--- src/rtl/odc_pkg.sv ---
package odc_pkg;
  localparam int PIPE_LAT = 3;
  localparam int CORNERS  = 4;

  typedef struct packed {
    logic de;
    logic pass;
    logic mode6;
  } odc_stb_t;
endpackage

--- src/rtl/odc_ctrl.sv ---
module odc_ctrl
  import odc_pkg::*;
(
  input  logic     clk,
  input  logic     rstN,
  input  logic     enIn,
  input  logic     depth6In,
  input  logic     deIn,
  input  logic     hsIn,
  input  logic     vsIn,
  output odc_stb_t stb1,
  output odc_stb_t stb2,
  output logic     deOut,
  output logic     hsOut,
  output logic     vsOut
);
  logic [PIPE_LAT-1:0] dePipe, hsPipe, vsPipe;
  logic vsPrev, armed;

  // start-up bypass: released by the first rising vertical sync
  always_ff @(posedge clk or negedge rstN) begin
    if (!rstN) begin
      vsPrev <= 1'b0;
      armed  <= 1'b0;
    end else begin
      vsPrev <= vsIn;
      if (vsIn && !vsPrev) armed <= 1'b1;
    end
  end

  always_ff @(posedge clk or negedge rstN) begin
    if (!rstN) begin
      stb1 <= '0;
      stb2 <= '0;
    end else begin
      stb1.de    <= deIn;
      stb1.pass  <= !enIn || !armed;
      stb1.mode6 <= depth6In;
      stb2       <= stb1;
    end
  end

  always_ff @(posedge clk or negedge rstN) begin
    if (!rstN) begin
      dePipe <= '0;
      hsPipe <= '0;
      vsPipe <= '0;
    end else begin
      dePipe <= {dePipe[PIPE_LAT-2:0], deIn};
      hsPipe <= {hsPipe[PIPE_LAT-2:0], hsIn};
      vsPipe <= {vsPipe[PIPE_LAT-2:0], vsIn};
    end
  end

  assign deOut = dePipe[PIPE_LAT-1];
  assign hsOut = hsPipe[PIPE_LAT-1];
  assign vsOut = vsPipe[PIPE_LAT-1];
endmodule

--- src/rtl/odc_datapath.sv ---
module odc_datapath
  import odc_pkg::*;
#(
  parameter int COMP_W = 8,
  parameter int LOW_W  = 6,
  parameter int NCOMP  = 3,
  parameter int IDX_W  = 4,
  parameter int LUT_W  = 10
) (
  input  logic                                     clk,
  input  logic                                     rstN,
  input  odc_stb_t                                 stb1,
  input  odc_stb_t                                 stb2,
  input  logic [NCOMP*COMP_W-1:0]                  curPix,
  input  logic [NCOMP*COMP_W-1:0]                  prevPix,
  output logic [NCOMP*CORNERS*2*IDX_W-1:0]         lutAddr,
  input  logic [NCOMP*CORNERS*LUT_W-1:0]           lutData,
  output logic [NCOMP*COMP_W-1:0]                  outPix
);
  localparam int FRAC_W = COMP_W - IDX_W;
  localparam int SHIFT  = COMP_W - LOW_W;
  localparam int ADDR_W = 2 * IDX_W;
  localparam int ACC_W  = LUT_W + 2 * FRAC_W + 2;
  localparam int ONE    = 1 << FRAC_W;
  localparam logic signed [ACC_W-1:0] HALF_S = ACC_W'(1 << (2 * FRAC_W - 1));
  localparam logic signed [ACC_W-1:0] MAX_S  = ACC_W'((1 << COMP_W) - 1);
  localparam logic [IDX_W-1:0] IDX_TOP = '1;

  for (genvar k = 0; k < NCOMP; k++) begin : g_comp
    logic [COMP_W-1:0] curS1, prevS1, curN, prevN;
    logic [IDX_W-1:0]  pIdx, cIdx, pIdx1, cIdx1;
    logic signed [LUT_W-1:0] node2 [CORNERS];
    logic [FRAC_W-1:0] fp2, fc2;
    logic [COMP_W-1:0] cur2;
    logic              eq2;
    logic signed [ACC_W-1:0] wC0, wC1, wP0, wP1, top, bot, acc, rnd;
    logic [COMP_W-1:0] clip, pick, res, outLane;

    // stage 1: capture the pixel pair
    always_ff @(posedge clk or negedge rstN) begin
      if (!rstN) begin
        curS1  <= '0;
        prevS1 <= '0;
      end else begin
        curS1  <= curPix[k*COMP_W +: COMP_W];
        prevS1 <= prevPix[k*COMP_W +: COMP_W];
      end
    end

    assign curN  = stb1.mode6 ? (curS1 << SHIFT)  : curS1;
    assign prevN = stb1.mode6 ? (prevS1 << SHIFT) : prevS1;
    assign pIdx  = prevN[COMP_W-1 -: IDX_W];
    assign cIdx  = curN[COMP_W-1 -: IDX_W];
    assign pIdx1 = (pIdx == IDX_TOP) ? pIdx : pIdx + 1'b1;
    assign cIdx1 = (cIdx == IDX_TOP) ? cIdx : cIdx + 1'b1;

    assign lutAddr[(k*CORNERS+0)*ADDR_W +: ADDR_W] = {pIdx,  cIdx};
    assign lutAddr[(k*CORNERS+1)*ADDR_W +: ADDR_W] = {pIdx1, cIdx};
    assign lutAddr[(k*CORNERS+2)*ADDR_W +: ADDR_W] = {pIdx,  cIdx1};
    assign lutAddr[(k*CORNERS+3)*ADDR_W +: ADDR_W] = {pIdx1, cIdx1};

    // stage 2: capture grid nodes and weights
    always_ff @(posedge clk or negedge rstN) begin
      if (!rstN) begin
        for (int j = 0; j < CORNERS; j++) node2[j] <= '0;
        fp2  <= '0;
        fc2  <= '0;
        cur2 <= '0;
        eq2  <= 1'b0;
      end else begin
        for (int j = 0; j < CORNERS; j++)
          node2[j] <= $signed(lutData[(k*CORNERS+j)*LUT_W +: LUT_W]);
        fp2  <= prevN[FRAC_W-1:0];
        fc2  <= curN[FRAC_W-1:0];
        cur2 <= curN;
        eq2  <= (curN == prevN);
      end
    end

    assign wC1 = ACC_W'(fc2);
    assign wC0 = ACC_W'(ONE) - wC1;
    assign wP1 = ACC_W'(fp2);
    assign wP0 = ACC_W'(ONE) - wP1;
    assign top = ACC_W'(node2[0]) * wC0 + ACC_W'(node2[2]) * wC1;
    assign bot = ACC_W'(node2[1]) * wC0 + ACC_W'(node2[3]) * wC1;
    assign acc = top * wP0 + bot * wP1;
    assign rnd = (acc + HALF_S) >>> (2 * FRAC_W);

    always_comb begin
      if (rnd < 0)           clip = '0;
      else if (rnd > MAX_S)  clip = '1;
      else                   clip = rnd[COMP_W-1:0];
      pick = (stb2.pass || eq2) ? cur2 : clip;
      if (!stb2.de)          res = '0;
      else if (stb2.mode6)   res = pick >> SHIFT;
      else                   res = pick;
    end

    // stage 3: output register
    always_ff @(posedge clk or negedge rstN) begin
      if (!rstN) outLane <= '0;
      else       outLane <= res;
    end

    assign outPix[k*COMP_W +: COMP_W] = outLane;
  end
endmodule

--- src/rtl/overdrive_comp.sv ---
module overdrive_comp
  import odc_pkg::*;
#(
  parameter int COMP_W = 8,
  parameter int LOW_W  = 6,
  parameter int NCOMP  = 3,
  parameter int IDX_W  = 4,
  parameter int LUT_W  = 10
) (
  input  logic                               clk,
  input  logic                               rstN,
  input  logic                               enIn,
  input  logic                               depth6In,
  input  logic                               deIn,
  input  logic                               hsIn,
  input  logic                               vsIn,
  input  logic [NCOMP*COMP_W-1:0]            curPix,
  input  logic [NCOMP*COMP_W-1:0]            prevPix,
  output logic [NCOMP*CORNERS*2*IDX_W-1:0]   lutAddr,
  input  logic [NCOMP*CORNERS*LUT_W-1:0]     lutData,
  output logic                               deOut,
  output logic                               hsOut,
  output logic                               vsOut,
  output logic [NCOMP*COMP_W-1:0]            outPix
);
  odc_stb_t stb1, stb2;

  odc_ctrl u_ctrl (
    .clk(clk), .rstN(rstN), .enIn(enIn), .depth6In(depth6In),
    .deIn(deIn), .hsIn(hsIn), .vsIn(vsIn),
    .stb1(stb1), .stb2(stb2),
    .deOut(deOut), .hsOut(hsOut), .vsOut(vsOut)
  );

  odc_datapath #(
    .COMP_W(COMP_W), .LOW_W(LOW_W), .NCOMP(NCOMP), .IDX_W(IDX_W), .LUT_W(LUT_W)
  ) u_dp (
    .clk(clk), .rstN(rstN), .stb1(stb1), .stb2(stb2),
    .curPix(curPix), .prevPix(prevPix),
    .lutAddr(lutAddr), .lutData(lutData), .outPix(outPix)
  );
endmodule

--- config.mk ---
export PLATFORM = sky130hd
export DESIGN_NAME = overdrive_comp
export DESIGN_NICKNAME = d
export VERILOG_FILES = /design/src/rtl/odc_pkg.sv /design/src/rtl/odc_ctrl.sv /design/src/rtl/odc_datapath.sv /design/src/rtl/overdrive_comp.sv
export SDC_FILE = /design/constraint.sdc
export NUM_CORES = 2
export LEC_CHECK = 0
export CORE_MARGIN = 2
export CORE_UTILIZATION = 63
export CTS_CLUSTER_DIAMETER = 150
export DETAILED_ROUTE_END_ITERATION = 10
export DONT_BUFFER_PORTS = 1
export PLACE_DENSITY = 0.79
export RECOVER_POWER = 50
export SYNTH_ARGS = -nofsm -noshare
export SYNTH_HDL_FRONTEND = slang
export SYNTH_HIERARCHICAL = 1
export SYNTH_SLANG_ARGS = --single-unit
--- constraint.sdc ---
create_clock -name clk -period 12.8 [get_ports clk]
set_clock_uncertainty 0.1 [all_clocks]
set_input_delay 2.56 -clock clk [delete_from_list [all_inputs] [get_ports clk]]
set_output_delay 2.56 -clock clk [all_outputs]
set_load 0.005 [all_outputs]
==> impl_metrics.py <==
metrics = {
    "status": {
        "status": "finished, violations left",
        "violations": "capacitance limit, slew limit",
    },
    "floorplan": {
        "start_util_pct": 63.5,
        "core_area_sq_um": 72800,
        "die_w_um": 275,
        "die-height_um": 275,
        "num_rows": 99,
        "dieArea_sq_um": 75600,
        "io_pins": 298,
    },
    "setup_path": {
        "cp.arrival_ns": 11.94,
        "crit_fanout": 13,
        "cp_slowest_cell": "xnor2_1",
        "path_buf_inv": 5,
        "slowest_delay_ns": 0.71,
        "critPathLaunchType": "flip-flop",
        "cp_common_cell": "fa_1",
        "crit_required_ns": 13.13,
        "crit_type": "flip-flop to flip-flop",
        "cp-end-kind": "flip-flop",
        "crit_family": "adder cells",
    },
    "grt": {
        "grt_start_max_net_pins": 246,
        "overflow": 0,
        "first_global_vias": 34005,
        "track_usage_pct": 29.7,
        "grt_pass1_wl_mm": 176,
        "antenna_found_initial": 15,
    },
    "clocking": {
        "path_clk_slew_ns": 0.06,
        "cts_resized": 0,
        "cts_buffer_depth": 3,
        "cts_sinks": 245,
        "root_buffer": "clkbuf_16",
        "ctsHtreeMaxLevel": 2,
        "cts_tree": "built",
        "cts_setup_buffers": 0,
        "insertion_delay_ns": 0.58,
        "cts_hold_buf": 0,
        "numCtsBuffers": 34,
    },
    "yosys": {
        "synth_warnings": 6,
        "synthAdderAreaFrac_pct": 49.4,
        "ys.flop_type": "dfrtp_1",
        "synthSimpleGateAreaFrac_pct": 15.0,
        "synth_edf_count": 0,
        "yosys_register_bits": 245,
        "synthDistinctLibCells": 81,
        "synth-compound-area-share_pct": 5.97,
        "synth_nets": 6373,
        "syn_area_sq_um": 46200,
        "synth_xor_area_share_pct": 4.30,
        "synth-seq-area-share_pct": 13.3,
        "synth_cells": 4852,
        "synth_top_family_by_area": "adder cells",
        "synthArstFlopShare_pct": 100,
        "syn_avg_cell_area_sq_um": 9.53,
        "post_synth_mux_area_share_pct": 1.28,
    },
    "sta": {
        "drv_slew": 53,
        "hold_viol_final": 0,
        "max_clock_freq_mhz": 86.2,
        "worstMarginPinSlew_ns": 3.35,
        "fin_setup_tns_ns": 0,
        "setup-violations-final": 0,
        "maxSlewHeadroom_pct": -123,
        "fin_crit_sh_pct": 90.6,
        "worst_hold_slack_ns": 0.249,
        "rsz0062_at_grt": "false",
        "fin_crit_ns": 11.60,
    },
    "place": {
        "place_congestion": 0.939,
        "io_buffers": 0,
        "place_area_sq_um": 46800,
        "dp_hpwl_mm": 89.0,
    },
    "detailed_routing": {
        "wirelength_mm": 107,
        "viasPerCell": 5.53,
        "detail-route-antenna-nets": 0,
        "drt_iter0_drc": 1918,
        "drtPass1Iterations": 5,
        "vias": 31690,
        "drc": 0,
        "routed_wire_length_per_instance_um": 18.7,
    },
    "min_path": {
        "hp-class": "flip-flop to flip-flop",
    },
    "finish": {
        "final_area_sq_um": 48000,
        "final_layout_size_suffix_gt1_share_pct": 2.96,
        "fin_nets": 6260,
        "layout_commonest_cell": "inv_1",
        "layout_common_cells": "1071 x inv_1, 798 x fa_1, 648 x and2_1, 548 x ha_1, 395 x nand2_1",
        "area.growth.synth_to_final_pct": 3.81,
    },
    "job": {
        "cap_violations": 1,
    },
}
-- flip-flops by register name (all words and copies together), names as in the netlist --
signal,count
u_ctrl/dePipe,3
u_dp/g_comp.cur2,24
u_dp/g_comp.curS1,24
u_dp/g_comp.fp2,12
u_ctrl/stb2,2
u_ctrl/armed,1
u_dp/g_comp.node2,120
u_ctrl/vsPipe,3
u_dp/g_comp.prevS1,24
u_ctrl/stb1,2
u_dp/g_comp.eq2,3
u_dp/g_comp.outLane,24
u_ctrl/hsPipe,3
-- path summary, 6_finish.rpt --
path,start,end,slack [ns],cells past startpoint
max in group asynchronous,rstN,u_dp/g_comp[1].node2[32],10.58,0
min,u_ctrl/hsPipe[1],u_ctrl/hsPipe[2],0.25,0
min in group asynchronous,rstN,u_dp/g_comp[0].cur2[2],1.60,0
max,u_dp/g_comp[1].cur2[1],u_dp/g_comp[1].outLane[3],1.20,35
min reg2reg,u_ctrl/hsPipe[1],u_ctrl/hsPipe[2],0.25,0
max reg2reg,u_dp/g_comp[1].cur2[1],u_dp/g_comp[1].outLane[3],1.20,35
-- cell usage after synthesis, types with 38 or more instances --
cell      count  area (sq um)
o21ai_1      38           190
xnor2_1     162          1420
a21oi_1     116           581
inv_1      1071          4020
dfrtp_1     245          6130
nor2_1       94           353
xor2_1       53           464
buf_4        72           541
clkbuf_1    108           405
ha_1        548          6860
o21ai_0      52           260
and2_1      648          4050
fa_1        798         16000
nand2_1     395          1480
-- layout make-up --
type                    instances  area (sq um)
clock buffers                  37           892
inverters                    1071          4020
clock inverters                22           319
fillers                      5834         24800
diodes                          9          22.5
multi-input cells            3350         35200
well taps                     959          1200
repair buffers                 37           259
flip-flops and latches        245          6130
-- per-stage QoR --
step / util, % / worst slack, ns / instances
floorplan: - / 2.54 / 4852
global placement: 64.2 / 1.60 / 5662
detailed placement: 64.2 / 1.41 / 5662
CTS: 65.9 / 1.29 / 5721
global route: 65.9 / 0.569 / 5726
finish: 65.9 / 1.20 / 5730
-- cell families after synthesis --
family                     count (synthesis)
adders and majority gates               1346
muxes                                     54
buffers and inverters                   1257
xor gates and xnor gates                 220
and+or+nand+nor                         1311
AOI/OAI and AO/OA                        419
DFF                                      245
-- worst reg2reg max path, delay by kind of cell (launching register included) --
family | cells | cell delay (ns)
flops | 1 | 0.43
buf+inv | 5 | 0.60
simple gates | 3 | 0.60
xor+xnor | 2 | 1.08
fa+ha+maj | 13 | 5.58
compound gates | 12 | 3.07
-- per-layer routing --
layer | global-route usage [%] | vias up | routed length, um
met3 | 5.60 | 201 | 7450
met5 | 0 | - | 0
met2 | 49.5 | 944 | 51900
met1 | 39.0 | 16019 | 44000
li1 | - | 14526 | -
met4 | 10.6 | 0 | 3740
Power is not shown: default switching activity piles up to over one toggle a cycle in this logic, so the estimate is an artifact.
